### config.mk
export PLATFORM = sky130hd
export DESIGN_NAME = can_irq_regs
export DESIGN_NICKNAME = d
export VERILOG_FILES = /design/src/rtl/can_irq_regs.sv
export SDC_FILE = /design/constraint.sdc
export NUM_CORES = 1
export LEC_CHECK = 0
export ABC_AREA = 1
export BUFFER_PORTS_ARGS = -buffer_cell sky130_fd_sc_hd__buf_4
export CORE_MARGIN = 4
export CORE_UTILIZATION = 25
export CTS_CLUSTER_SIZE = 10
export DETAILED_ROUTE_END_ITERATION = 8
export SYNTH_ARGS = -nofsm -noshare
export SYNTH_HDL_FRONTEND = slang
export SYNTH_SLANG_ARGS = --single-unit
### constraint.sdc
create_clock -name clk -period 2 [get_ports clk]
set_input_delay 0.1 -clock clk [delete_from_list [all_inputs] [get_ports clk]]
set_output_delay 0.1 -clock clk [all_outputs]
set_load 0.02 [all_outputs]
### src/rtl/can_irq_regs.sv
module can_irq_regs #(
  parameter int AW = 8,
  parameter int DW = 32,
  parameter logic [AW-1:0] STS_ADDR = 8'h1C,
  parameter logic [AW-1:0] EN_ADDR  = 8'h20,
  parameter logic [AW-1:0] CLR_ADDR = 8'h24,
  parameter int B_ARB  = 0,
  parameter int B_TXOK = 1,
  parameter int B_RXOK = 4,
  parameter int B_OVF  = 5,
  parameter int B_ERR  = 6,
  parameter int B_RNE  = 7,
  parameter int B_BOFF = 9,
  parameter int B_SLP  = 10,
  parameter int B_WAKE = 11,
  parameter int B_TXE  = 14,
  parameter int B_FLT  = 17
) (
  input  logic          clk,
  input  logic          rst_n,
  input  logic          wr_en,
  input  logic [AW-1:0] wr_addr,
  input  logic [DW-1:0] wr_data,
  input  logic [AW-1:0] rd_addr,
  output logic [DW-1:0] rd_data,
  input  logic          ev_arb_lost,
  input  logic          ev_tx_done,
  input  logic          ev_rx_stored,
  input  logic          ev_rx_overflow,
  input  logic          ev_bus_error,
  input  logic          rx_nonempty,
  input  logic          ev_bus_off,
  input  logic          ev_sleep,
  input  logic          ev_wake,
  input  logic          ev_tx_empty,
  input  logic          ev_filter_late,
  output logic          irq
);

  localparam logic [DW-1:0] ONE = DW'(1);
  localparam logic [DW-1:0] IMPL =
    (ONE << B_ARB) | (ONE << B_TXOK) | (ONE << B_RXOK) | (ONE << B_OVF) |
    (ONE << B_ERR) | (ONE << B_RNE)  | (ONE << B_BOFF) | (ONE << B_SLP) |
    (ONE << B_WAKE) | (ONE << B_TXE) | (ONE << B_FLT);

  logic [DW-1:0] sts_q, en_q, set_v, clr_v;

  // rx_nonempty is a level: while high it re-sets its bit every cycle,
  // which is what makes a clear write ineffective until the FIFO drains.
  assign set_v =
    (DW'(ev_arb_lost)    << B_ARB)  | (DW'(ev_tx_done)   << B_TXOK) |
    (DW'(ev_rx_stored)   << B_RXOK) | (DW'(ev_rx_overflow) << B_OVF) |
    (DW'(ev_bus_error)   << B_ERR)  | (DW'(rx_nonempty)  << B_RNE)  |
    (DW'(ev_bus_off)     << B_BOFF) | (DW'(ev_sleep)     << B_SLP)  |
    (DW'(ev_wake)        << B_WAKE) | (DW'(ev_tx_empty)  << B_TXE)  |
    (DW'(ev_filter_late) << B_FLT);

  assign clr_v = (wr_en && wr_addr == CLR_ADDR) ? (wr_data & IMPL) : '0;

  always_ff @(posedge clk or negedge rst_n) begin
    if (!rst_n) begin
      sts_q <= '0;
      en_q  <= '0;
      irq   <= 1'b0;
    end else begin
      sts_q <= (set_v & IMPL) | (sts_q & ~clr_v);
      if (wr_en && wr_addr == EN_ADDR) en_q <= wr_data & IMPL;
      irq <= |(sts_q & en_q);
    end
  end

  always_comb begin
    case (rd_addr)
      STS_ADDR: rd_data = sts_q;
      EN_ADDR:  rd_data = en_q;
      default:  rd_data = '0;
    endcase
  end

endmodule


==> results.json <==
{
  "cts_tree": "done",
  "ys_seq_elements": 23,
  "io_buffers": 52,
  "dp_hpwl_mm": 2.77,
  "synth_edf_count": 0,
  "rsz0062_at_grt": "no",
  "drtPass1Iterations": 4,
  "synth_top_cells_by_area": "dfrtp_1 38%, nand2_1 20%, buf_4 11%, nand3_1 8.7%, nand3_2 6.0%",
  "cts.sinks": 23,
  "fin_crit_sh_pct": 61.7,
  "instances_no_fill": 324,
  "timing.rr.start": "sts_q[4]$_DFF_PN0_",
  "ir_worst_vdd_v": 0.000500,
  "reg2regPathDepth": 4,
  "grt_overflow": 0,
  "htree_levels": 1,
  "synth_flop_cell": "dfrtp_1",
  "r2r_slack_ns": 1.09,
  "start_kind": "input pin",
  "hold_violations": 0,
  "worstMarginPinSlew_ns": 0.549,
  "synth.top_cell.area_share_pct": 38.3,
  "fillers": 610,
  "regArea_um2": 576,
  "avgSynthCellArea_um2": 7.48,
  "post_cts_buffers": 0,
  "cts_resized": 0,
  "gp_congestion": 0.773,
  "finalSetupViolations": 0,
  "hold_class": "in -> reg",
  "place_area_um2": 1860,
  "grt_pass1_wl_mm": 5.98,
  "grt_pass1_vias": 1321,
  "drc": 0,
  "rows": 27,
  "core_um2": 5680,
  "num_vias": 1331,
  "fin_skew_ns": 0.00141,
  "min_period_ns": 1.23,
  "power.leakage_nw": 1.09,
  "maxSlewViolCount": 0,
  "synth_top_family_by_area": "simple AND/OR/NAND/NOR gates",
  "yosysWarnings": 0,
  "cts_buffers": 3,
  "synthAdderAreaFrac_pct": 0,
  "synth_top_cell_by_area": "dfrtp_1",
  "critPathCaptureType": "output port",
  "hold_depth": 3,
  "wl_met2_mm": 1.76,
  "cts_root_buffer": "clkbuf_8",
  "synth_most_common_cell": "nand2_1",
  "insertion_delay_ns": 0.26,
  "die_y_um": 85.5,
  "post_drt_wl_per_cell_um": 11.4,
  "die_area_um2": 7320,
  "status": "finished clean",
  "clk_path_buf_depth": 2,
  "highest_layer": "met4",
  "synth-simple-area-share_pct": 41.9,
  "r2r_end": "irq$_DFF_PN0_",
  "ant_nets": 0,
  "p_total_mw": 0.978,
  "grt_max_degree": 24,
  "hold_end": "sts_q[10]$_DFF_PN0_",
  "drtIter0Drc": 54,
  "start_util_pct": 26.5,
  "cts.reportedPaths.clkPinSlew_ns": 0.08,
  "synth_compound_area_share_pct": 0.333,
  "antenna_found_initial": 0,
  "synthCells": 201,
  "diodes": 0,
  "drive_gt1_share_pct": 29.8,
  "hold_buffers": 1,
  "wirelength_mm": 3.69,
  "maxCapViolations": 0,
  "viasPerCell": 4.11,
  "num-nets-final": 315,
  "path_class": "in -> out",
  "synth_xor_xnor_area_share_pct": 0,
  "fin_area_um2": 1910,
  "synth_area_um2": 1500,
  "ys_async_sr_fraction_pct": 100,
  "required_ns": 1.90,
  "grtUsageTotal_pct": 10.2,
  "multiInputGateArea_um2": 713,
  "max_freq_mhz": 811,
  "wl_met3_um": 269,
  "die_x_um": 85.5,
  "powerDensity_nw_per_um2": 511,
  "final.setup.tns_ns": 0,
  "area_growth_pct": 27.2,
  "worst-path-max-fanout": 11,
  "dpl.cell_count": 319,
  "synth.distinct_cells": 20,
  "io_pins": 95,
  "maxSlewHeadroom_pct": 63.4,
  "cp.arrival_ns": 1.13,
  "ys_seq_area_share_pct": 38.3,
  "synthMuxAreaShare_pct": 0,
  "synthTopCellsByCount": "81 x nand2_1, 26 x nand3_1, 23 x buf_4, 23 x dfrtp_1, 17 x inv_1",
  "utilization_pct": 33.7,
  "met1_length_mm": 1.64,
  "hold_start": "ev_sleep"
}
[power breakdown]
part           internal, mW  total, mW  switching, mW
combinational        0.0808      0.194          0.114
clock                 0.139      0.290          0.151
sequential            0.482      0.494         0.0119
[cells by family (layout without fill, tap and decap cells)]
family / count (synthesis) / in the layout
AND/OR/NAND/NOR: 130 / 130
other: 1 / 21
buffers and inverters: 46 / 77
flip-flops: 23 / 23
AO/OA/AOI/OAI: 1 / 1
[cell type report]
class | instances | share of cell area, %
tap | 72 | 4.71
inverter | 17 | 3.34
sequential | 23 | 30.1
multi-input combinational | 152 | 37.3
clock buffer | 3 | 2.16
clock inverter | 1 | 0.262
timing repair buffer | 56 | 22.1
[how the worst max path moves through the flow]
stage,from,end,slack [ns],cells after the start
after floorplan,rd_addr[1],rd_data[0],1.13,7
after global placement,wr_addr[3],en_q[17]$_DFFE_PN0P_,0.71,7
after detailed placement,wr_addr[3],en_q[17]$_DFFE_PN0P_,0.70,7
after CTS,rd_addr[1],rd_data[10],0.75,8
after global routing,rd_addr[1],rd_data[5],0.62,8
final,rd_addr[1],rd_data[14],0.77,8
[sequential cells by signal, summed over array words and instances (netlist names)]
register,count
en_q,11
sts_q,11
irq,1
[placed cells by master (no fill, tap or decap)]
| cell | netlist | routed |
|---|---|---|
| nor2_8 | 1 | 1 |
| nand4_1 | 1 | 1 |
| clkinv_2 | 0 | 1 |
| nand2_1 | 81 | 81 |
| dlygate4sd3_1 | 0 | 1 |
| nor2_1 | 4 | 4 |
| nand2_2 | 2 | 2 |
| nor3_2 | 1 | 1 |
| clkbuf_8 | 0 | 3 |
| a21oi_1 | 1 | 1 |
| inv_1 | 17 | 17 |
| nand3_4 | 1 | 1 |
| nand3_1 | 26 | 26 |
| buf_4 | 23 | 55 |
| nor2_2 | 2 | 2 |
| nand3_2 | 9 | 9 |
| and2_1 | 1 | 1 |
| conb_1 | 1 | 21 |
| dfrtp_1 | 23 | 23 |
| nor3_1 | 1 | 1 |
[worst max-delay path, stage by stage]
cell	delay, ns
buf_4	0.11
nor2_1	0.08
and2_1	0.15
nand2_1	0.06
inv_1	0.31
nand2_1	0.09
nand2_1	0.10
buf_4	0.14
[layer usage]
metal | vias to the layer above | track usage [%]
met5 | - | 0
met4 | 0 | 1.73
met3 | 2 | 2.79
met2 | 49 | 17.2
met1 | 600 | 13.3
li1 | 680 | -
[per-stage QoR]
step           setup WS [ns]  hold slack, ns
2_1_floorplan           1.13          -0.196
3_3_place_gp           0.710          0.0146
3_5_place_dp           0.697          0.0143
4_1_cts                0.752         0.00578
5_1_grt                0.624          0.0107
6_report               0.767         0.00950
No activity file was read; power rests on OpenSTA's default activity.
